--- config.mk ---
export PLATFORM = sky130hd
export DESIGN_NAME = dm_swallow_div
export DESIGN_NICKNAME = d
export VERILOG_FILES = /design/src/rtl/dm_div_pkg.sv /design/src/rtl/dm_rst_sync.sv /design/src/rtl/dm_cfg_regs.sv /design/src/rtl/dm_prescaler.sv /design/src/rtl/dm_swallow_ctr.sv /design/src/rtl/dm_swallow_div.sv
export SDC_FILE = /design/constraint.sdc
export NUM_CORES = 1
export LEC_CHECK = 0
export ABC_CLOCK_PERIOD_IN_PS = 2000
export BUFFER_PORTS_ARGS = -buffer_cell sky130_fd_sc_hd__buf_2
export CAP_MARGIN = 20
export CORE_UTILIZATION = 45
export CTS_BUF_LIST = sky130_fd_sc_hd__clkbuf_4
export DETAILED_ROUTE_END_ITERATION = 8
export MAX_ROUTING_LAYER = met4
export PLACE_DENSITY = 0.65
export SETUP_SLACK_MARGIN = 0.05
export SKIP_CTS_REPAIR_TIMING = 1
export SYNTH_ARGS = -nofsm -noshare
export SYNTH_HDL_FRONTEND = slang
export SYNTH_HIERARCHICAL = 1
export SYNTH_SLANG_ARGS = --single-unit
--- constraint.sdc ---
create_clock -name clk -period 2 [get_ports clk]
set_input_delay 0.3 -clock clk [delete_from_list [all_inputs] [get_ports clk]]
set_output_delay 0.3 -clock clk [all_outputs]
set_load 0.03 [all_outputs]
--- src/rtl/dm_div_pkg.sv ---
package dm_div_pkg;
  typedef enum logic {
    PS_SMALL = 1'b0,
    PS_LARGE = 1'b1
  } psel_e;
endpackage

--- src/rtl/dm_rst_sync.sv ---
module dm_rst_sync (
  input  logic clk,
  input  logic rst_n,
  output logic rst_sync_n
);
  logic stage_q;
  logic out_q;

  always_ff @(posedge clk or negedge rst_n) begin
    if (!rst_n) begin
      stage_q <= 1'b0;
      out_q   <= 1'b0;
    end else begin
      stage_q <= 1'b1;
      out_q   <= stage_q;
    end
  end

  assign rst_sync_n = out_q;
endmodule

--- src/rtl/dm_cfg_regs.sv ---
module dm_cfg_regs
  import dm_div_pkg::*;
#(
  parameter int A_W   = 6,
  parameter int B_W   = 13,
  parameter int DEF_A = 0,
  parameter int DEF_B = 4
) (
  input  logic           clk,
  input  logic           rst_n,
  input  logic           load,
  input  logic [A_W-1:0] a_in,
  input  logic [B_W-1:0] b_in,
  input  logic           ps_in,
  input  logic           reload,
  output logic [A_W-1:0] ld_a,
  output logic [B_W-1:0] ld_b,
  output psel_e          act_ps,
  output logic           err
);
  localparam int PADW = B_W - A_W;

  logic [A_W-1:0] act_a_q, act_a_d, pend_a_q, pend_a_d;
  logic [B_W-1:0] act_b_q, act_b_d, pend_b_q, pend_b_d;
  psel_e          act_ps_q, act_ps_d, pend_ps_q, pend_ps_d;
  logic           pend_v_q, pend_v_d;
  logic           err_q, err_d;
  logic           legal;

  assign legal = (b_in != '0) && (b_in >= {{PADW{1'b0}}, a_in});

  always_comb begin
    act_a_d   = act_a_q;
    act_b_d   = act_b_q;
    act_ps_d  = act_ps_q;
    pend_a_d  = pend_a_q;
    pend_b_d  = pend_b_q;
    pend_ps_d = pend_ps_q;
    pend_v_d  = pend_v_q;
    err_d     = err_q;
    if (reload && pend_v_q) begin
      act_a_d  = pend_a_q;
      act_b_d  = pend_b_q;
      act_ps_d = pend_ps_q;
      pend_v_d = 1'b0;
    end
    if (load) begin
      if (legal) begin
        pend_a_d  = a_in;
        pend_b_d  = b_in;
        pend_ps_d = psel_e'(ps_in);
        pend_v_d  = 1'b1;
        err_d     = 1'b0;
      end else begin
        err_d = 1'b1;
      end
    end
  end

  always_ff @(posedge clk or negedge rst_n) begin
    if (!rst_n) begin
      act_a_q   <= A_W'(DEF_A);
      act_b_q   <= B_W'(DEF_B);
      act_ps_q  <= PS_SMALL;
      pend_a_q  <= '0;
      pend_b_q  <= '0;
      pend_ps_q <= PS_SMALL;
      pend_v_q  <= 1'b0;
      err_q     <= 1'b0;
    end else begin
      act_a_q   <= act_a_d;
      act_b_q   <= act_b_d;
      act_ps_q  <= act_ps_d;
      pend_a_q  <= pend_a_d;
      pend_b_q  <= pend_b_d;
      pend_ps_q <= pend_ps_d;
      pend_v_q  <= pend_v_d;
      err_q     <= err_d;
    end
  end

  assign ld_a   = pend_v_q ? pend_a_q : act_a_q;
  assign ld_b   = pend_v_q ? pend_b_q : act_b_q;
  assign act_ps = act_ps_q;
  assign err    = err_q;

  // the running configuration moves only at a B timeout
  a_r5_act_hold: assert property (@(posedge clk) disable iff (!rst_n)
    !reload |=> ($stable(act_a_q) && $stable(act_b_q) && $stable(act_ps_q)));

  // the running configuration is always a legal one
  a_r6_act_legal: assert property (@(posedge clk) disable iff (!rst_n)
    (act_b_q != '0) && (act_b_q >= {{PADW{1'b0}}, act_a_q}));
endmodule

--- src/rtl/dm_prescaler.sv ---
module dm_prescaler
  import dm_div_pkg::*;
#(
  parameter int P_LO = 8,
  parameter int P_HI = 32
) (
  input  logic  clk,
  input  logic  rst_n,
  input  logic  en,
  input  psel_e ps,
  input  logic  mod_hi,
  output logic  pre_tc
);
  localparam int PC_W = $clog2(P_HI + 2);

  logic [PC_W-1:0] pcnt_q, pcnt_d;
  logic [PC_W-1:0] mod_len;

  assign mod_len = ((ps == PS_LARGE) ? PC_W'(P_HI) : PC_W'(P_LO)) + PC_W'(mod_hi);
  assign pre_tc  = en && (pcnt_q == mod_len - PC_W'(1));

  always_comb begin
    pcnt_d = pcnt_q;
    if (en) begin
      pcnt_d = pre_tc ? '0 : pcnt_q + PC_W'(1);
    end
  end

  always_ff @(posedge clk or negedge rst_n) begin
    if (!rst_n) pcnt_q <= '0;
    else        pcnt_q <= pcnt_d;
  end

  // the phase count stays inside the modulus now in force
  a_r2_pcnt_range: assert property (@(posedge clk) disable iff (!rst_n)
    pcnt_q < mod_len);
endmodule

--- src/rtl/dm_swallow_ctr.sv ---
module dm_swallow_ctr #(
  parameter int A_W   = 6,
  parameter int B_W   = 13,
  parameter int DEF_A = 0,
  parameter int DEF_B = 4
) (
  input  logic           clk,
  input  logic           rst_n,
  input  logic           pre_tc,
  input  logic [A_W-1:0] ld_a,
  input  logic [B_W-1:0] ld_b,
  output logic           mod_hi,
  output logic           timeout,
  output logic           pulse
);
  localparam int PADW = B_W - A_W;

  logic [A_W-1:0] a_q, a_d;
  logic [B_W-1:0] b_q, b_d;
  logic           pulse_q;

  assign timeout = pre_tc && (b_q == B_W'(1));
  assign mod_hi  = (a_q != '0);

  always_comb begin
    a_d = a_q;
    b_d = b_q;
    if (timeout) begin
      a_d = ld_a;
      b_d = ld_b;
    end else if (pre_tc) begin
      b_d = b_q - B_W'(1);
      if (a_q != '0) a_d = a_q - A_W'(1);
    end
  end

  always_ff @(posedge clk or negedge rst_n) begin
    if (!rst_n) begin
      a_q     <= A_W'(DEF_A);
      b_q     <= B_W'(DEF_B);
      pulse_q <= 1'b0;
    end else begin
      a_q     <= a_d;
      b_q     <= b_d;
      pulse_q <= timeout;
    end
  end

  assign pulse = pulse_q;

  // the main counter never sits at zero
  a_r1_b_nonzero: assert property (@(posedge clk) disable iff (!rst_n)
    b_q != '0);

  // the swallow count never outruns the main count
  a_r9_b_covers_a: assert property (@(posedge clk) disable iff (!rst_n)
    b_q >= {{PADW{1'b0}}, a_q});

  // the output pulse lasts one clock
  a_r4_pulse_single: assert property (@(posedge clk) disable iff (!rst_n)
    pulse_q |=> !pulse_q);
endmodule

--- src/rtl/dm_swallow_div.sv ---
module dm_swallow_div
  import dm_div_pkg::*;
#(
  parameter int A_W   = 6,
  parameter int B_W   = 13,
  parameter int P_LO  = 8,
  parameter int P_HI  = 32,
  parameter int DEF_A = 0,
  parameter int DEF_B = 4
) (
  input  logic           clk,
  input  logic           rst_n,
  input  logic           vco_en,
  input  logic [A_W-1:0] cfg_a,
  input  logic [B_W-1:0] cfg_b,
  input  logic           cfg_psel,
  input  logic           cfg_load,
  output logic           div_pulse,
  output logic           mod_ctl,
  output logic           cfg_err
);
  logic           rst_i_n;
  logic [A_W-1:0] ld_a;
  logic [B_W-1:0] ld_b;
  psel_e          act_ps;
  logic           pre_tc;
  logic           mod_hi;
  logic           timeout;

  dm_rst_sync u_rst (
    .clk        (clk),
    .rst_n      (rst_n),
    .rst_sync_n (rst_i_n)
  );

  dm_cfg_regs #(
    .A_W(A_W), .B_W(B_W), .DEF_A(DEF_A), .DEF_B(DEF_B)
  ) u_cfg (
    .clk    (clk),
    .rst_n  (rst_i_n),
    .load   (cfg_load),
    .a_in   (cfg_a),
    .b_in   (cfg_b),
    .ps_in  (cfg_psel),
    .reload (timeout),
    .ld_a   (ld_a),
    .ld_b   (ld_b),
    .act_ps (act_ps),
    .err    (cfg_err)
  );

  dm_prescaler #(
    .P_LO(P_LO), .P_HI(P_HI)
  ) u_pre (
    .clk    (clk),
    .rst_n  (rst_i_n),
    .en     (vco_en),
    .ps     (act_ps),
    .mod_hi (mod_hi),
    .pre_tc (pre_tc)
  );

  dm_swallow_ctr #(
    .A_W(A_W), .B_W(B_W), .DEF_A(DEF_A), .DEF_B(DEF_B)
  ) u_ctr (
    .clk     (clk),
    .rst_n   (rst_i_n),
    .pre_tc  (pre_tc),
    .ld_a    (ld_a),
    .ld_b    (ld_b),
    .mod_hi  (mod_hi),
    .timeout (timeout),
    .pulse   (div_pulse)
  );

  assign mod_ctl = mod_hi;
endmodule

==> flow_summary.yaml, run 1 <==
status:
  status: "complete, but fails checks"
  violations: "setup timing"
worst_setup_path:
  timing.rr.start: "u_ctr/a_q[1]$_DFFE_PN0P_"
  critical_path_arrival_ps: 3430
  critPathLaunchType: "flip-flop"
  critPathMaxFanout: 5
  r2r-end: "u_cfg/act_b_q[4]$_DFFE_PN0P_"
  r2r_setup_slack_ps: -1130
  worstSetupPathType: "flip-flop to flip-flop"
  critPathCaptureType: "flip-flop"
  max_stage_delay_ps: 450
  crit_slowest_cell: "or4b_4"
  path_cells: "inv_2, ha_4, or4b_4, or2_4, inv_2, ha_4, xor2_1, nand2_1, nor3_2, nor4bb_4, and4_4, nand2_8, clkbuf_16, mux2_2"
  rr_worst_depth: 14
  cp.required_ps: 2310
sta:
  clock_skew_ps: 24.6
  slew_headroom_pct: 60.0
  slew_violations: 0
  setup_violations: 48
  fmax_mhz: 320
  worst_slack_ps: -1130
  rsz0062_at_grt: "true"
  tns_ps: -45780
  tightestPinTransition_ps: 600
  period_share_pct: 156
  hold_viol: 0
  post-route-min-period_ps: 3130
clocking:
  clk_pin_slew_worst_paths_ps: 140
  cts_num_sinks: 70
  cts_tree: "yes"
  cts.htree.levels: 3
  clockBufferDepth: 2
  cts-root-buf: "clkbuf_4"
  insertion_delay_ps: 430
  cts_made_buffers: 9
job:
  cap_violations: 0
final_layout:
  drive_above_1_share_pct: 52.2
  postLayoutCoreUtil_pct: 60.9
  nNetsFinal: 459
  syn_to_final_growth_pct: 30.6
  antenna_cells: 0
synthesis:
  syn_inst: 336
  ys.flop_type: "dfrtp_1"
  synth-seq-cells: 70
  synth_nets: 373
  ys_seq_area_share_pct: 45.6
  synth_area_sq_mm: 0.00385
  syn_area_per_cell_sq_um: 11.5
  synth_xor_area_share_pct: 1.79
  synth_edf_count: 0
  synth_compound_area_share_pct: 10.4
  yosys.area_share.adder_pct: 4.22
  ys_warn_count: 6
  yosys-top-cells-count: "dfrtp_1 (68), mux2_2 (43), nor2_1 (21)"
  synth_top_family_by_area: "simple AND/OR/NAND/NOR gates"
  yosys-top-cells-area: "dfrtp_1 (44%), mux2_2 (13%), ha_1 (4.2%), a22o_1 (3.0%), mux2_4 (2.3%)"
  synth_top_area_share_pct: 44.2
  async_reset_ff_share_pct: 100
  synth_most_common_cell: "dfrtp_1"
  synth-simple-area-share_pct: 17.6
  synth_cell_types: 64
  synthMuxAreaShare_pct: 15.4
  yosys.area.top_type: "dfrtp_1"
drt:
  vias_per_cell: 5.46
  num_vias: 2903
  wl_um: 8730
  wire_per_inst_um: 16.4
  drc: 0
  drtPass1Iterations: 4
  ant_nets: 0
  drtIter0Drc: 152
global_route:
  grt_antenna_before_repair: 0
  grt_max_degree: 28
  grtUsageTotal_pct: 20.3
  grt_pass1_wl_um: 13400
  grt_overflow_total: 0
  grt_pass1_vias: 2890
placement:
  io_buffer_count: 26
  gp_congestion: 0.954
  dp_hpwl_um: 5950
power:
  vdd_ir_drop_max_mv: 0.424
  powerDensity_mw_per_mm2: 1050
  power_uw: 5290
  p_leak_uw: 0.00234
die:
  row_count: 33
  dieHeight_um: 94.5
  die_area_sq_mm: 0.00893
  coreArea_sq_mm: 0.00826
  die_w_um: 94.5
  io_pins: 27
  start_util_pct: 46.6
worst_hold_path:
  hp-class: "primary input to flip-flop"
  hold_path_startpoint: "cfg_b[7]"
  holdPathEnd: "u_cfg/pend_b_q[7]$_DFFE_PN0P_"
  whs_path_depth: 2
cell families after synthesis:
| family | after synthesis |
|---|---|
| XOR/XNOR | 7 |
| AND/OR/NAND/NOR | 108 |
| buffers and inverters | 32 |
| multiplexers | 51 |
| adder cells (fa/ha/maj) | 13 |
| AO/OA/AOI/OAI | 54 |
| flip-flops | 70 |
| other | 1 |
routing by layer:
layer,share of wire [%],track usage (%),up-vias
li1,-,-,1407
met1,44,25.6,1417
met2,50,31.9,62
met3,3.8,5.39,17
met4,1.9,6.57,0
met5,0,-,-
critical path, delay by kind of cell, from the launching register on:
kind | cells | cell delay, ps
DFF | 1 | 410
xor gates and xnor gates | 1 | 120
muxes | 1 | 260
adders and majority gates | 2 | 320
and+or+nand+nor | 7 | 1590
buffers and inverters | 3 | 320
registers in the layout, summed over array words and instances, names as in the netlist:
name,cells
u_cfg/err,1
u_cfg/pend_ps_q,1
u_ctr/a_q,6
u_rst/rst_sync_n,1
u_cfg/act_ps,1
u_cfg/pend_v_q,1
u_cfg/act_b_q,13
u_cfg/act_a_q,6
u_cfg/pend_b_q,13
u_ctr/pulse,1
u_pre/pcnt_q,6
u_ctr/b_q,13
u_rst/stage_q,1
u_cfg/pend_a_q,6
through the flow:
| step | instance area [sq um] | setup WS, ps | hold WS [ps] | instances |
|---|---|---|---|---|
| after floorplan | 3980 | -1160 | 4.41 | 336 |
| after global placement | 4540 | -1170 | 85.1 | 505 |
| after detailed placement | 4540 | -1180 | 87.5 | 505 |
| after CTS | 4710 | -1250 | -409 | 521 |
| after global routing | 5030 | -1310 | 52.8 | 532 |
| final | 5030 | -1130 | 102 | 532 |
layout by cell type, fill, tap and decap left out, drive strengths merged, types with 3 or more instances in the layout:
cell type and count:
buf 88, dfrtp 68, mux2 49, nor2 22
nor3 18, inv 17, nand2 15, a22o 13
clkbuf 13, ha 13, nand3 13, o21ai 12
a21oi 9, nor3b 9, nand4 6, nor4 6
a211oi 4, o211ai 4, xnor2 4, xor2 3
and4 3
final cells by class:
class | count | area, sq um
Clock buffer | 10 | 75.1
Sequential cell | 70 | 1760
Clock inverter | 6 | 93.8
Timing Repair Buffer | 92 | 756
Fill cell | 688 | 3230
Tap cell | 105 | 131
Inverter | 15 | 56.3
Multi-Input combinational cell | 234 | 2160
how the worst max path moves through the flow:
stage / startpoint / to / slack [ps] / cells past startpoint
after CTS: u_ctr/a_q[1]$_DFFE_PN0P_ / u_cfg/act_b_q[0]$_DFFE_PN0P_ / -1250 / 14
after detailed placement: u_ctr/a_q[1]$_DFFE_PN0P_ / u_cfg/act_b_q[12]$_DFFE_PN0P_ / -1180 / 14
after global placement: u_ctr/a_q[1]$_DFFE_PN0P_ / u_cfg/act_b_q[6]$_DFFE_PN0P_ / -1170 / 14
after global routing: u_ctr/a_q[1]$_DFFE_PN0P_ / u_ctr/b_q[11]$_DFFE_PN0P_ / -1310 / 15
after floorplan: u_ctr/a_q[0]$_DFFE_PN0P_ / u_cfg/act_a_q[0]$_DFFE_PN0P_ / -1160 / 14
final: u_ctr/a_q[1]$_DFFE_PN0P_ / u_cfg/act_b_q[4]$_DFFE_PN0P_ / -1130 / 14
report_power, final:
group	switching [uW]	internal, uW	total, uW
clock	539	532	1070
sequential	360	1810	2160
combinational	937	1110	2050
(Power assumes the default switching activity.)
==> run 2, diff against run 1 <==
ABC_CLOCK_PERIOD_IN_PS = not set   (was 2000)
SYNTH_HIERARCHICAL = not set   (was 1)
==> run 2 against run 1 <==
Clock power down 17%. The flow still finishes with violations (setup timing). Register-to-register slack gained 900 ps. Setup slack better by 890 ps. Critical path depth fell by 7. Global-route usage hardly changed. Design area shrank 9.1%. Total power fell by 2.2%. Fmax increased by 40%. Synthesized cell count is 3.9% lower. Sequential cell count unchanged. Routed wire length decreased by 7.5%. Largest power group unchanged.
==> flow_summary.yaml, run 2 <==
status:
  status: "complete, but fails checks"
  violations: "setup timing"
worst_hold_path:
  holdPathEnd: "u_cfg.pend_ps_q$_DFFE_PN0P_"
  hp-class: "primary input to flip-flop"
  whs_path_depth: 2
  hold_path_startpoint: "cfg_psel"
worst_setup_path:
  crit_slowest_cell: "dfrtp_1"
  worstSetupPathType: "flip-flop to output pin"
  critPathMaxFanout: 3
  cp.required_ps: 1700
  critPathLaunchType: "flip-flop"
  path_cells: "inv_2, ha_4, or3b_4, nor3_4, buf_6, inv_4, buf_6"
  path_buf_inv: 4
  rr_worst_depth: 7
  critical_path_arrival_ps: 1940
  crit_family: "simple AND/OR/NAND/NOR gates"
  critPathCaptureType: "output pin"
  r2r-end: "u_cfg.act_a_q[1]$_DFFE_PN0P_"
  r2r_setup_slack_ps: -230
  worstSetupPathDepth: 7
  critical_path.most_common_cell: "buf_6"
  timing.rr.start: "u_ctr.a_q[1]$_DFFE_PN0P_"
  max_stage_delay_ps: 400
sta:
  hold_viol: 0
  fmax_mhz: 446
  setup_violations: 43
  period_share_pct: 112
  clock_skew_ps: 11.9
  worst_slack_ps: -240
  post-route-min-period_ps: 2240
  rsz0062_at_grt: "true"
  slew_headroom_pct: 66.5
  tightestPinTransition_ps: 497
  tns_ps: -6510
  slew_violations: 0
synthesis:
  ys.flop_type: "dfrtp_1"
  synth_compound_area_share_pct: 13.5
  synth_cell_types: 56
  yosys.area_share.adder_pct: 3.39
  synth_edf_count: 0
  async_reset_ff_share_pct: 100
  synth-seq-cells: 70
  synth_xor_area_share_pct: 0.949
  yosys-top-cells-area: "dfrtp_1 (46%), mux2_4 (8.1%), mux2_2 (6.7%), mux2i_1 (4.6%), ha_1 (3.4%)"
  ys_seq_area_share_pct: 47.5
  synth_most_common_cell: "dfrtp_1"
  synth_top_family_by_area: "multiplexers"
  synth-simple-area-share_pct: 10.8
  synth_top_area_share_pct: 46.1
  yosys.area.top_type: "dfrtp_1"
  yosys-top-cells-count: "dfrtp_1 (68), nor2_1 (28), mux2_2 (22)"
  syn_area_per_cell_sq_um: 11.4
  synth_area_sq_mm: 0.00369
  synthMuxAreaShare_pct: 19.5
  ys_warn_count: 0
  synth_nets: 357
  syn_inst: 323
drt:
  wl_um: 8080
  drtIter0Drc: 140
  drtPass1Iterations: 4
  num_vias: 2757
  drc: 0
  wire_per_inst_um: 16.1
  vias_per_cell: 5.48
  ant_nets: 0
placement:
  dpl_cell_area_sq_mm: 0.00421
  dp_cells: 475
  io_buffer_count: 26
  gp_congestion: 0.787
  dp_hpwl_um: 5440
die:
  die_area_sq_mm: 0.00857
  dieHeight_um: 92.6
  io_pins: 27
  coreArea_sq_mm: 0.00785
  die_w_um: 92.6
  row_count: 32
  start_util_pct: 47.1
clocking:
  clockBufferDepth: 2
  cts-root-buf: "clkbuf_4"
  insertion_delay_ps: 410
  cts_num_sinks: 70
  cts_tree: "yes"
  cts.htree.levels: 3
  clk_pin_slew_worst_paths_ps: 110
  cts_made_buffers: 9
final_layout:
  multi_input_area_sq_mm: 0.00194
  top_regs: "u_cfg.act_b_q x13, u_cfg.pend_b_q x13, u_ctr.b_q x13"
  fillerInstances: 657
  antenna_cells: 0
  nNetsFinal: 430
  ff_latch_area_sq_mm: 0.00176
  stdcell_area_sq_mm: 0.00457
  mostFrequentLayoutCell: "dfrtp_1"
  syn_to_final_growth_pct: 23.9
  final_cell_mix: "dfrtp_1 (67), buf_4 (42), nor2_1 (25), buf_2 (25), mux2_2 (22)"
  fin_cells: 503
  drive_above_1_share_pct: 41.9
global_route:
  grt_overflow_total: 0
  grt_antenna_before_repair: 0
  grt_max_degree: 69
  grt_pass1_vias: 2662
  grt_pass1_wl_um: 13200
  grtUsageTotal_pct: 20.4
power:
  powerDensity_mw_per_mm2: 1130
  vdd_ir_drop_max_mv: 0.610
  p_leak_uw: 0.00214
job:
  cap_violations: 0
run 2: cell types whose count changed in the layout (fill, tap and decap cells not counted), moves of 7 or more:
cell     change
a22o_1      -11
o22a_1       +8
buf_4       -11
mux2i_1     +15
nor3_2       -9
mux2_2      -21
a21oi_1      +7
mux2_4      +14
run 2: layout make-up:
type / count / area share [%]
clock buffer: 9 / 1.48
clock inverter: 7 / 1.42
inverter: 16 / 1.37
multi-input combinational: 223 / 42.4
sequential: 70 / 38.4
tap: 102 / 2.79
timing repair buffer: 76 / 12.2
run 2: through the flow:
| stage | hold WS [ps] | setup WS (ps) | total power (uW) | util, % |
|---|---|---|---|---|
| 6_report | 113 | -240 | 5170 | 58.3 |
| 5_1_grt | 93.7 | -343 | 5550 | 58.3 |
| 4_1_cts | -371 | -329 | 4880 | 55.3 |
| 3_5_place_dp | 88.7 | -294 | 4000 | 53.6 |
| 3_3_place_gp | 84.3 | -238 | 3930 | 53.6 |
| 2_1_floorplan | 4.41 | -277 | 3350 | - |
run 2: cells by family (layout without fill, tap and decap cells):
logic type	Yosys count	after routing
flip-flops	70	70
adder cells (fa/ha/maj)	10	10
other	1	1
AND/OR/NAND/NOR	74	77
buffers and inverters	33	108
XOR/XNOR	4	4
AO/OA/AOI/OAI	72	72
multiplexers	59	59
run 2: routing by layer:
metal	wire, um	vias up	global-route usage, %
met3	262	16	3.61
met1	3860	1342	27.6
met4	187	0	8.85
met2	3770	58	30.1
met5	0	-	-
li1	-	1341	-
run 2: worst reg2reg max path: cells and delay by family (launching register included):
family	cells	cell delay, ps
compound gates	1	280
fa+ha+maj	1	130
buf+inv	1	80
flops	1	400
mux	1	310
simple gates	3	910
run 2: worst max-delay path by stage:
stage,from,endpoint,slack [ps]
2_1_floorplan,u_ctr.a_q[0]$_DFFE_PN0P_,u_cfg.act_a_q[0]$_DFFE_PN0P_,-280
3_3_place_gp,u_ctr.a_q[0]$_DFFE_PN0P_,u_cfg.act_b_q[9]$_DFFE_PN0P_,-240
3_5_place_dp,u_ctr.a_q[0]$_DFFE_PN0P_,u_cfg.act_b_q[7]$_DFFE_PN0P_,-290
4_1_cts,u_ctr.a_q[0]$_DFFE_PN0P_,u_cfg.act_a_q[0]$_DFFE_PN0P_,-330
5_1_grt,u_ctr.a_q[1]$_DFFE_PN0P_,mod_ctl,-340
6_report,u_ctr.a_q[1]$_DFFE_PN0P_,mod_ctl,-240
run 2: report_power, final:
group | internal, uW | switching [uW] | total [uW] | leakage, uW
registers | 1840 | 355 | 2190 | 0.000881
logic | 1130 | 966 | 2090 | 0.00118
clock network | 372 | 512 | 884 | 0.0000731
==> run 3, diff against run 2 <==
CORE_ASPECT_RATIO = 1.4   (was not set)
PLACE_DENSITY = 0.62   (was 0.65)
clock period = 2.3 ns   (was 2 ns; I/O delays follow)
==> run 3 against run 2 <==
The flow still finishes with violations (setup timing). Critical path depth is the same. Count of clock-buffer cells in the layout unchanged. Setup slack better by 220 ps. Cell count shrank 5.0%. Global-route usage down 0.66 points. Routed wire length decreased by 3.7%. Sequential cell count stayed put. Die area barely moved.
==> flow_summary.yaml, run 3 (same netlist as run 2, synthesis figures left out) <==
status:
  status: "complete, but fails checks"
  violations: "setup timing"
final_layout:
  syn_to_final_growth_pct: 19.3
  fin_cells: 478
  final_cell_mix: "dfrtp_1 (67), nor2_1 (28), buf_2 (25), mux2_2 (22)"
  mostFrequentLayoutCell: "dfrtp_1"
  nNetsFinal: 407
  drive_above_1_share_pct: 34.9
  antenna_cells: 0
  top_regs: "u_cfg.act_b_q x13, u_cfg.pend_b_q x13, u_ctr.b_q x13"
  postLayoutCoreUtil_pct: 56.1
sta:
  slew_headroom_pct: 61.7
  worst_slack_ps: -23.5
  clock_skew_ps: 9.92
  worst_hold_slack_ps: 141
  rsz0062_at_grt: "true"
  slew_violations: 0
  setup_violations: 6
  period_share_pct: 101
  fmax_mhz: 430
  hold_viol: 0
  post-route-min-period_ps: 2320
  tightestPinTransition_ps: 575
placement:
  pre_cts_ws_ps: -3.43
  io_buffer_count: 26
  dp_cells: 452
  gp_congestion: 0.810
  dp_hpwl_um: 5260
worst_setup_path:
  critPathCaptureType: "output pin"
  cp.required_ps: 1960
  rr_worst_depth: 8
  critPathMaxFanout: 4
  crit_family: "simple AND/OR/NAND/NOR gates"
  critical_path_arrival_ps: 1980
  r2r_setup_slack_ps: 0
  path_cells: "inv_2, ha_4, or3b_4, nor3_4, buf_6, inv_2, buf_6"
  worstSetupPathDepth: 7
  worstSetupPathType: "flip-flop to output pin"
  max_stage_delay_ps: 410
  critPathLaunchType: "flip-flop"
  crit_end: "mod_ctl"
  timing.rr.start: "u_ctr.a_q[0]$_DFFE_PN0P_"
  path_buf_inv: 4
  r2r-end: "u_cfg.act_ps$_DFFE_PN0P_"
  crit_slowest_cell: "dfrtp_1"
  cp-startpoint: "u_ctr.a_q[0]$_DFFE_PN0P_"
die:
  io_pins: 27
  start_util_pct: 47.1
  die_w_um: 78.6
  die_area_sq_mm: 0.00858
  dieHeight_um: 109
  row_count: 38
  coreArea_sq_mm: 0.00785
clocking:
  cts_tree: "yes"
  clk_pin_slew_worst_paths_ps: 110
  cts.htree.levels: 3
  cts_made_buffers: 9
  cts-root-buf: "clkbuf_4"
  clockBufferDepth: 2
  cts_num_sinks: 70
  insertion_delay_ps: 430
global_route:
  grtUsageTotal_pct: 19.7
  grt_max_degree: 47
  grt_pass1_wl_um: 12400
  grt_pass1_vias: 2529
  grt_overflow_total: 0
  grt_antenna_before_repair: 0
drt:
  drtIter0Drc: 196
  num_vias: 2649
  wire_per_inst_um: 16.3
  drc: 0
  vias_per_cell: 5.54
  wl_um: 7780
  drtPass1Iterations: 4
  ant_nets: 0
power:
  power_uw: 4550
  vdd_ir_drop_max_mv: 0.549
  p_leak_uw: 0.00205
  powerDensity_mw_per_mm2: 1030
worst_hold_path:
  hp-class: "primary input to flip-flop"
job:
  cap_violations: 0
[run 3: per-stage QoR]
stage | instance area, sq um | setup TNS (ps)
CTS | 4270 | -580
detailed placement | 4060 | -5.11
global placement | 4060 | 0
global route | 4400 | -692
floorplan | 3700 | 0
finish | 4400 | -35.1
[run 3: worst min-delay path by stage]
stage | from | cells past startpoint | to | slack, ps
3_3_place_gp | rst_n | 1 | u_rst.stage_q$_DFF_PN0_ | 130
6_report | cfg_b[8] | 3 | u_cfg.pend_b_q[8]$_DFFE_PN0P_ | 140
3_5_place_dp | rst_n | 1 | u_rst.stage_q$_DFF_PN0_ | 130
4_1_cts | rst_n | 1 | u_rst.rst_sync_n$_DFF_PN0_ | -340
2_1_floorplan | rst_n | 0 | u_rst.rst_sync_n$_DFF_PN0_ | 50
5_1_grt | cfg_psel | 2 | u_cfg.pend_ps_q$_DFFE_PN0P_ | 130
[run 3: worst min-delay path: stages]
cell and delay (ps):
buf_2 90, nand2_1 40, o21ai_0 60
[run 3: report_power, final]
| part | switching (uW) | leakage (uW) | internal, uW |
|---|---|---|---|
| combinational | 668 | 0.00106 | 814 |
| clock | 452 | 0.000104 | 654 |
| sequential | 364 | 0.000881 | 1600 |
[run 3: final cells by class]
class	instances	area (sq um)
Inverter	16	60.1
Clock buffer	9	67.6
Sequential cell	70	1760
Timing Repair Buffer	53	399
Clock inverter	7	136
Multi-Input combinational cell	223	1860
Fill cell	687	3440
Tap cell	100	125
[run 3: routing by layer]
layer	GRT usage, %	wire (um)	share of wire, %
met3	3.60	228	2.9
met1	24.7	3520	45
met2	30.9	3880	50
met4	9.13	150	1.9
met5	-	0	0
